File: src/rtl/pcm_tx_port.sv
module pcm_tx_port #(
  parameter int HOLD_FRAMES = 4,
  parameter int LOSS_LIMIT  = 2000
) (
  input  logic       clk,
  input  logic       rst_n,
  input  logic       mclk,
  input  logic       dclk,
  input  logic       fsync,
  input  logic       fixed_mode,
  input  logic [1:0] ratio_sel,
  input  logic [7:0] sample_in,
  output logic       pcm_out,
  output logic       pcm_oe,
  output logic       slot_n
);

  localparam int HOLD_MAX = HOLD_FRAMES * 256;
  localparam int HW = $clog2(HOLD_MAX + 1);
  localparam int LW = $clog2(LOSS_LIMIT + 1);

  logic m1, m2, d1, d2, fs1, fs2, fs_last;
  logic mrise, mfall, drise, fs_rise;
  logic [HW-1:0] pu_cnt, hold_lim;
  logic [LW-1:0] loss_cnt;
  logic lost, ready, active;
  logic [2:0] bcnt;
  logic [7:0] word_q;

  assign mrise   = m1 & ~m2;
  assign mfall   = ~m1 & m2;
  assign drise   = d1 & ~d2;
  assign fs_rise = fs1 & ~fs2;
  assign ready   = (pu_cnt >= hold_lim) & ~lost;

  always_comb begin
    case (ratio_sel)
      2'b01:   hold_lim = HW'(HOLD_FRAMES * 193);
      2'b10:   hold_lim = HW'(HOLD_FRAMES * 192);
      default: hold_lim = HW'(HOLD_MAX);
    endcase
  end

  always_ff @(posedge clk or negedge rst_n) begin
    if (!rst_n) begin
      {m1, m2, d1, d2, fs1, fs2, fs_last} <= '0;
    end else begin
      m1 <= mclk;  m2 <= m1;
      d1 <= dclk;  d2 <= d1;
      fs1 <= fsync; fs2 <= fs1;
      if (mrise) fs_last <= fs1;
    end
  end

  always_ff @(posedge clk or negedge rst_n) begin
    if (!rst_n) begin
      pu_cnt   <= '0;
      loss_cnt <= '0;
      lost     <= 1'b0;
    end else begin
      if (mrise && pu_cnt < hold_lim) pu_cnt <= pu_cnt + HW'(1);
      if (m1 ^ m2) begin
        loss_cnt <= '0;
        lost     <= 1'b0;
      end else if (loss_cnt == LW'(LOSS_LIMIT)) begin
        lost <= 1'b1;
      end else begin
        loss_cnt <= loss_cnt + LW'(1);
      end
    end
  end

  always_ff @(posedge clk or negedge rst_n) begin
    if (!rst_n) begin
      pcm_out <= 1'b0;
      pcm_oe  <= 1'b0;
      slot_n  <= 1'b1;
      active  <= 1'b0;
      bcnt    <= '0;
      word_q  <= '0;
    end else if (!ready) begin
      pcm_oe <= 1'b0;
      slot_n <= 1'b1;
      active <= 1'b0;
    end else if (fixed_mode) begin
      if (mrise) begin
        if (fs1 && !fs_last) begin
          word_q  <= sample_in;
          pcm_out <= sample_in[7];
          pcm_oe  <= 1'b1;
          slot_n  <= 1'b0;
          active  <= 1'b1;
          bcnt    <= 3'd1;
        end else if (active && bcnt != 3'd0) begin
          pcm_out <= word_q[~bcnt];
          bcnt    <= bcnt + 3'd1;
        end
      end else if (mfall && active && bcnt == 3'd0) begin
        active <= 1'b0;
        pcm_oe <= 1'b0;
        slot_n <= 1'b1;
      end
    end else begin
      slot_n <= 1'b1;
      active <= 1'b0;
      if (!fs1) begin
        pcm_oe <= 1'b0;
      end else if (fs_rise) begin
        word_q  <= sample_in;
        pcm_out <= sample_in[7];
        pcm_oe  <= 1'b1;
        bcnt    <= 3'd0;
      end else if (drise && pcm_oe) begin
        pcm_out <= word_q[~bcnt];
        bcnt    <= bcnt + 3'd1;
      end
    end
  end

  AST_DATA_ONLY_ON_EDGE: assert property (@(posedge clk) disable iff (!rst_n)
    !(mrise || drise || fs_rise) |=> $stable(pcm_out));
  AST_STROBE_WITH_DRIVE: assert property (@(posedge clk) disable iff (!rst_n)
    !slot_n |-> pcm_oe);
  AST_VAR_ENABLE_LOW_OFF: assert property (@(posedge clk) disable iff (!rst_n)
    (!fixed_mode && !fs1) |=> !pcm_oe);
  AST_VAR_NO_STROBE: assert property (@(posedge clk) disable iff (!rst_n)
    !fixed_mode |=> slot_n);
  AST_HOLD_QUIET: assert property (@(posedge clk) disable iff (!rst_n)
    (pu_cnt < hold_lim) |=> (!pcm_oe && slot_n));
  AST_LOSS_RELEASE: assert property (@(posedge clk) disable iff (!rst_n)
    lost |=> (!pcm_oe && slot_n));

endmodule

File: config.mk
export PLATFORM = sky130hd
export DESIGN_NAME = pcm_tx_port
export DESIGN_NICKNAME = d
export VERILOG_FILES = /design/src/rtl/pcm_tx_port.sv
export SDC_FILE = /design/constraint.sdc
export NUM_CORES = 1
export LEC_CHECK = 0
export ABC_CLOCK_PERIOD_IN_PS = 4200
export CORE_AREA = 2 2 84 86
export DETAILED_ROUTE_END_ITERATION = 6
export DIE_AREA = 0 0 86 88
export GPL_ROUTABILITY_DRIVEN = 0
export PLACE_DENSITY_LB_ADDON = 0.1
export REMOVE_ABC_BUFFERS = 1
export SLEW_MARGIN = 10
export SYNTH_ARGS = -nofsm -noshare
export SYNTH_HDL_FRONTEND = slang
export SYNTH_SLANG_ARGS = --single-unit
File: constraint.sdc
create_clock -name clk -period 4.2 [get_ports clk]
set_input_delay 0.84 -clock clk [delete_from_list [all_inputs] [get_ports clk]]
set_output_delay 0.84 -clock clk [all_outputs]
set_load 0.02 [all_outputs]
# Word level (Yosys, flattened, before mapping)

Cells that the tools add are included.

Word-level logic and storage cells: 101
Latch bits: 0
ROM bits: 0
Register bits: 45
Memories: 0
Memory bits (writable): 0
Input bits: 16

Magnitude comparators: 3
Eq/ne operators: 10
Reductions and logical operators: 17
Divide/modulo/power cells: 0
Shifts and indexed selects: 0
Mux-type cells: 40
Bitwise logic cells: 12
$add $sub $neg: 3
Multiply operators: 0

Operators by type and width:

| cell                  | count |
|---|---|
| $mux 8                | 5 |
| $mux 1                | 24 |
| $add 11x1->11 const B | 2 |
| $mux 11               | 2 |
| $pmux 11 s2           | 1 |
| $mux 3                | 7 |
| $eq 11x11->1 const B  | 1 |
| $ge 11x11->1          | 1 |
| $lt 11x11->1          | 1 |
| $reduce_and 5->1      | 2 |
| $ne 4x3->1 const B    | 2 |
| $logic_and 1x1->1     | 6 |
| $reduce_bool 2->1     | 3 |
| $reduce_bool 3->1     | 2 |
| $and 1x1->1           | 5 |
| $not 1->1             | 5 |
| $lt 3x4->1 const B    | 1 |
| $ne 2x1->1 const B    | 2 |
| $ne 4x4->1 const B    | 1 |
| $add 3x1->3 const B   | 1 |
| $bmux 1 s3            | 1 |
| $logic_not 3->1       | 1 |
| $ne 3x1->1 const B    | 1 |
| $not 3->3             | 1 |
| 7 further kinds       | 7 |

# Logic depth before layout (Yosys ltp)

Gate-level depths: netlist (run 1).

Word-level depth: 8
Gate-level depth with buffers: 8
Depth with buffers taken out: 8

# Worst setup path after synthesis (run 1)

Ideal clock, no wire load.

Path kind: input to register
From: input ratio_sel[1]
To: register bcnt[0]
Cell stages on the path: 7
Path buffers: 0
Data required time: 4.068 ns
Arrival: 2.289 ns
Setup slack: 1.779 ns
Cells stage by stage: inv_1 -> ha_1 -> nor3b_1 -> o211ai_1 -> a22oi_4 -> a2111oi_0 -> or3b_1

Cells in the longest elaborated chain, start to end: 5

Ends and longest elaborated chain:

| what                                            | RTL line | text |
|---|---|---|
| from (decl)                                     | 11       | `input logic [1:0] ratio_sel,` |
| $eq 2x2->1 / $eq 2x1->1 (equally long branches) | 37       | `case (ratio_sel)` |
| $pmux 11 s2 (*)                                 | 37       |  |
| $ge 11x11->1 (*)                                | 34       | `assign ready = (pu_cnt >= hold_lim) & ~lost;` |
| $and 1x1->1 (*)                                 | 34       |  |
| $reduce_and 5->1 (no line) (*)                  | -        |  |
| to (signal assigned)                            | 96       | `bcnt <= bcnt + 3'd1;` |
| to (signal assigned)                            | 115      | `bcnt <= bcnt + 3'd1;` |
| to (decl)                                       | 27       | `logic [2:0] bcnt;` |

Mark *: on every way between the ends. The rest lies on a longest branch, timed or not.
A chain may end at the register's enable or synchronous reset.

# Final worst setup path (run 1)

Ends and elaborated chain as after synthesis.

==> impl_metrics.ini, run 1 <==
[timing]
worstMarginPinSlew_ps = 1020
setup_viol = 0
grt_setup_unrepaired = no
finalClockSkew_ps = 6.39
whs_ps = 384
period_share = 0.660
drv_slew = 0
tns_ps = 0
slew_headroom = 0.323
fmax_mhz = 361
min_period_ps = 2770
hold_viol = 0

[hold_path]
hold_path_depth = 0
timing.hold.worst.class = reg -> reg
min_from = d1

[synth]
yosysSeqAreaShare = 0.500
synthArstFlopShare = 1.00
synth.mux.area_fraction = 0.0955
synth-main-ff-cell = dfrtp_1
synthSimpleGateAreaFrac = 0.162
synth_compound_area_frac = 0.0866
synthAdderAreaFrac = 0.0555
synth_area_um2 = 2250
synthXorXnorAreaFrac = 0.0700
syn_inst = 202
synth_enable_flop_cells = 0
syn-mean-instance-area_um2 = 11.2
synth_cell_types = 42
synth_seq_cells = 45
synth_top_family_by_area = simple AND/OR/NAND/NOR gates
yosysWarnings = 0

[clock_network]
cts_made_buffers = 5
clock_path_buffers = 2
tritoncts = done
cts_hold_buffers = 0
h-tree-depth = 2
cts_resized = 0
worst_skew_pair.late_latency_ps = 300
cts_setup_buffers = 0
cts_sinks = 45
clockRootBuffer = clkbuf_8
path_clk_slew_ps = 80

[final_layout]
final_cell_mix = dfrtp_1 (44), inv_1 (17), clkdlybuf4s50_1 (17)
area_delta_synth_final_pct = 17.4
register_area_um2 = 1130
final_common_cell = dfrtp_1
fill_cells = 665
drive_gt1_frac = 0.0881
nNetsFinal = 252
multi_input_area_um2 = 1060
diodes = 0
fin_area_um2 = 2650

[grt]
grt.overflow.total = 0
grt_pass1_vias = 1487
grt_max_degree = 46
grt_pass1_wl_um = 7140
antenna_found_initial = 0
track_usage = 0.121

[setup_path]
crit_chain = clkdlybuf4s50_1 -> inv_1 -> ha_1 -> nor3b_1 -> o211ai_1 -> a22oi_4 -> a2111oi_0 -> or3b_1
critPathLaunchType = input pin
cp_num_cells = 8
startpoint = ratio_sel[1]
slowest_delay_ps = 450
cp_slowest_cell = clkdlybuf4s50_1
worst-path-buf-inv = 2
ff2ff_path_depth = 7
rr_startpoint = bcnt[0]
worstPathRequired_ps = 4380
critPathArrivalTime_ps = 2950
crit_family = simple AND/OR/NAND/NOR gates
endpoint_kind = flop
crit_type = in -> reg
worst-path-max-fanout = 10

[drt]
first_pass_iters = 4
wl_per_cell_um = 13.4
vias = 1488
via_per_inst = 4.85
drc = 0
drt-total-wl_um = 4120
drtIter0Drc = 82
antenna_left = 0

[power_and_ir_drop]
powerDensity_nw_per_um2 = 371
p_leak_uw = 0.00120
ir_drop_uv = 115

[placement]
portBuffers = 18
hpwl_um = 2840
postPlaceCellArea_um2 = 2520

[floorplanning]
dieArea_um2 = 7570
coreArea_um2 = 6640
die_x_um = 86
initial_core_util = 0.339
die_h_um = 88
ios = 19
num_rows = 30

[job]
max_cap_viol_count = 0

[outcome]
outcome = complete, no violations
[synthesized netlist by cell type, types with 2 or more instances]
master,count,share of area
a2111oi_0,2,0.0078
a211oi_1,2,0.0067
a21oi_1,2,0.0044
a21oi_2,2,0.0078
a31oi_1,2,0.0056
and3_1,9,0.025
dfrtp_1,44,0.49
ha_1,10,0.056
inv_1,17,0.028
mux2_1,7,0.035
mux2_2,3,0.015
mux2_4,2,0.013
mux2i_1,2,0.0089
mux4_1,2,0.023
nand2_1,13,0.022
nand3_1,9,0.020
nand4_1,3,0.0083
nand4bb_1,2,0.010
nor2_1,15,0.025
nor2b_1,3,0.0083
nor3_1,4,0.0089
nor3b_1,2,0.0067
o21ai_0,10,0.022
xnor2_1,12,0.047
xor2_1,6,0.023
[worst reg2reg max path, delay by kind of cell (launching register included)]
kind	cells	cell delay [ps]
flip-flops	1	470
AND/OR/NAND/NOR	2	610
AO/OA/AOI/OAI	3	650
buffers and inverters	1	90
adder cells (fa/ha/maj)	1	130
[stage by stage]
stage                     instances   util  power (uW)  setup WS (ps)
after floorplan                 201      -         595           1780
after global placement          299  0.380         648           1090
after detailed placement        299  0.380         648           1130
after CTS                       307  0.398        1000           1450
after global routing            307  0.398        1050           1360
final                           307  0.398         980           1430
[worst paths after layout]
kind	end	slack, ps
min reg2reg	d2	380
max	bcnt[0]	1430
max in group asynchronous	pu_cnt[2]	2860
max reg2reg	bcnt[0]	2140
min in group asynchronous	word_q[0]	710
min	d2	380
[kinds of logic after synthesis]
group | count (synthesis)
simple gates | 68
mux | 16
flops | 45
fa+ha+maj | 10
xor+xnor | 18
buf+inv | 18
compound gates | 27
[state kept, by name (all words and copies together) (netlist names), 3 cells and up]
name / count
bcnt: 3
pu_cnt: 11
word_q: 8
loss_cnt: 11
[report_power, final]
group          switching (uW)  internal (uW)  total, uW
combinational            71.4           59.9        131
clock                     150            194        343
sequential               37.1            469        506
[cell type report]
class,count,share of cell area
clock buffers,6,0.0312
clock inverters,2,0.0142
inverters,17,0.0241
multi-input cells,139,0.400
flip-flops and latches,45,0.426
well taps,80,0.0378
repair buffers,18,0.0662
[per-layer routing]
metal,routed length [um],up-vias,track usage
met4,48,0,0.0433
met5,0,-,0
met1,2100,705,0.165
met3,132,6,0.0339
li1,-,754,-
met2,1830,23,0.185
No activity file was read; power rests on OpenSTA's default activity.
==> inputs of run 2 (changes only) <==
--- a/config.mk
+++ b/config.mk
@@ -5,7 +5,7 @@
 export SDC_FILE = /design/constraint.sdc
 export NUM_CORES = 1
 export LEC_CHECK = 0
-export ABC_CLOCK_PERIOD_IN_PS = 4200
+export ABC_CLOCK_PERIOD_IN_PS = 2200
 export CORE_AREA = 2 2 84 86
 export DETAILED_ROUTE_END_ITERATION = 6
 export DIE_AREA = 0 0 86 88
==> constraint.sdc (replaced) <==
create_clock -name clk -period 2.2 [get_ports clk]
set_input_delay 0.44 -clock clk [delete_from_list [all_inputs] [get_ports clk]]
set_output_delay 0.44 -clock clk [all_outputs]
set_load 0.02 [all_outputs]
==> impl_metrics.ini, run 2 (same netlist as run 1, synthesis figures left out) <==
[setup_path]
worst-path-max-fanout = 5
critPathLaunchType = flop
endpoint_kind = flop
startpoint = pu_cnt[4]
crit_family = simple AND/OR/NAND/NOR gates
r2r_end = bcnt[0]
cp-endpoint = bcnt[0]
crit_chain = nor4_1 -> a31oi_2 -> a22oi_4 -> a2111oi_2 -> or3b_1
slowest_delay_ps = 500
cp_slowest_cell = nor4_1
worst-path-buf-inv = 0
r2r_setup_slack_ps = 160
critPathArrivalTime_ps = 2220
crit_type = reg -> reg
cp_num_cells = 5
worstPathRequired_ps = 2380
rr_startpoint = pu_cnt[4]
ff2ff_path_depth = 5

[floorplanning]
num_rows = 30
ios = 19
die_x_um = 86
initial_core_util = 0.339
coreArea_um2 = 6640
die_h_um = 88
dieArea_um2 = 7570

[grt]
antenna_found_initial = 0
track_usage = 0.131
grt_pass1_wl_um = 7830
grt.overflow.total = 0
grt_max_degree = 26
grt_pass1_vias = 1653

[clock_network]
path_clk_slew_ps = 90
h-tree-depth = 2
tritoncts = done
clockRootBuffer = clkbuf_8
clock_path_buffers = 2
cts_made_buffers = 5
cts_sinks = 45
cts_hold_buffers = 0
worst_skew_pair.late_latency_ps = 300

[timing]
min_period_ps = 2040
worst_slack_ps = 163
setup_viol = 0
whs_ps = 95.8
finalClockSkew_ps = 9.41
worstMarginPinSlew_ps = 620
hold_viol = 0
slew_headroom = 0.582
fmax_mhz = 491
period_share = 0.926
grt_setup_unrepaired = no
drv_slew = 0

[placement]
dp_cells = 312
hpwl_um = 3100
pre_cts_ws_ps = -466
portBuffers = 18

[final_layout]
instances_no_fill = 325
final_common_cell = dfrtp_1
register_area_um2 = 1130
final_cell_mix = dfrtp_1 (43), inv_1 (16), nor2_1 (15), clkdlybuf4s50_1 (15), buf_4 (15)
drive_gt1_frac = 0.188
reg.largest.list = loss_cnt: 11 flops, pu_cnt: 11 flops, word_q: 8 flops
fill_cells = 645
nNetsFinal = 270
area_delta_synth_final_pct = 25.9
multi_input_area_um2 = 1130
diodes = 0

[outcome]
outcome = complete, no violations

[power_and_ir_drop]
powerDensity_nw_per_um2 = 662
swShare = 0.270
power_switching_uw = 507
pwr-share-comb = 0.155
seqPwrFrac = 0.513
ir_drop_uv = 290
p_leak_uw = 0.00129
p_clk_frac = 0.332
p_int_uw = 1370

[drt]
drt-total-wl_um = 4480
wl_per_cell_um = 13.8
first_pass_iters = 4
drc = 0
vias = 1580
via_per_inst = 4.86
drtIter0Drc = 65
antenna_left = 0

[job]
max_cap_viol_count = 0

[hold_path]
timing.hold.worst.class = in -> async
==> run 2: changes by cell type in the layout (fill, tap and decap cells not counted), moves of 2 or more <==
cell             previous run  this run
a2111oi_0                   2         0
buf_4                       0        15
clkdlybuf4s50_1            17        15
dlygate4sd2_1               0         2
==> run 2: layout make-up <==
| cell class | count | area share |
|---|---|---|
| repair buffers | 34 | 0.108 |
| multi-input cells | 141 | 0.399 |
| inverters | 17 | 0.0225 |
| well taps | 80 | 0.0353 |
| flip-flops and latches | 45 | 0.398 |
| clock buffers | 6 | 0.0256 |
| clock inverters | 2 | 0.0123 |
==> run 2: through the flow <==
step                utilization  setup TNS [ps]  power [uW]  area (um2)
CTS                       0.426               0        1910        2830
floorplan                     -               0        1140        2250
global route              0.427               0        1990        2840
detailed placement        0.397           -9460        1260        2640
global placement          0.397           -9070        1260        2640
finish                    0.427               0        1880        2840
==> run 2: power groups by stage <==
stage | clock network (uW) | registers (uW) | logic (uW)
after floorplan | 0 | 965 | 171
after global placement | 0 | 980 | 279
after detailed placement | 0 | 980 | 279
after CTS | 649 | 964 | 297
after global routing | 672 | 975 | 339
final | 623 | 963 | 292
==> run 2: worst min path at each step <==
stage	cells after the start	end	from
after detailed placement	0	d2	d1
after global placement	0	d2	d1
after global routing	1	word_q[0]	rst_n
after CTS	1	word_q[6]	rst_n
final	1	word_q[0]	rst_n
after floorplan	0	active	rst_n
==> run 2: per-layer routing <==
metal / wire length [um] / part of all wire / vias up / global-route usage
met2: 2080 / 0.46 / 21 / 0.214
met3: 140 / 0.031 / 3 / 0.0292
li1: - / - / 795 / -
met1: 2230 / 0.50 / 761 / 0.175
met5: 0 / 0 / - / 0
met4: 31 / 0.0069 / 0 / 0.0418
==> run 2: timing repair <==
action,in CTS,in global routing
pin swaps,6,0
cloned,2,0
setup buffers,3,0
setup endpoints to repair,19,3
resized for setup,12,2
endpoints found under the hold margin,0,0
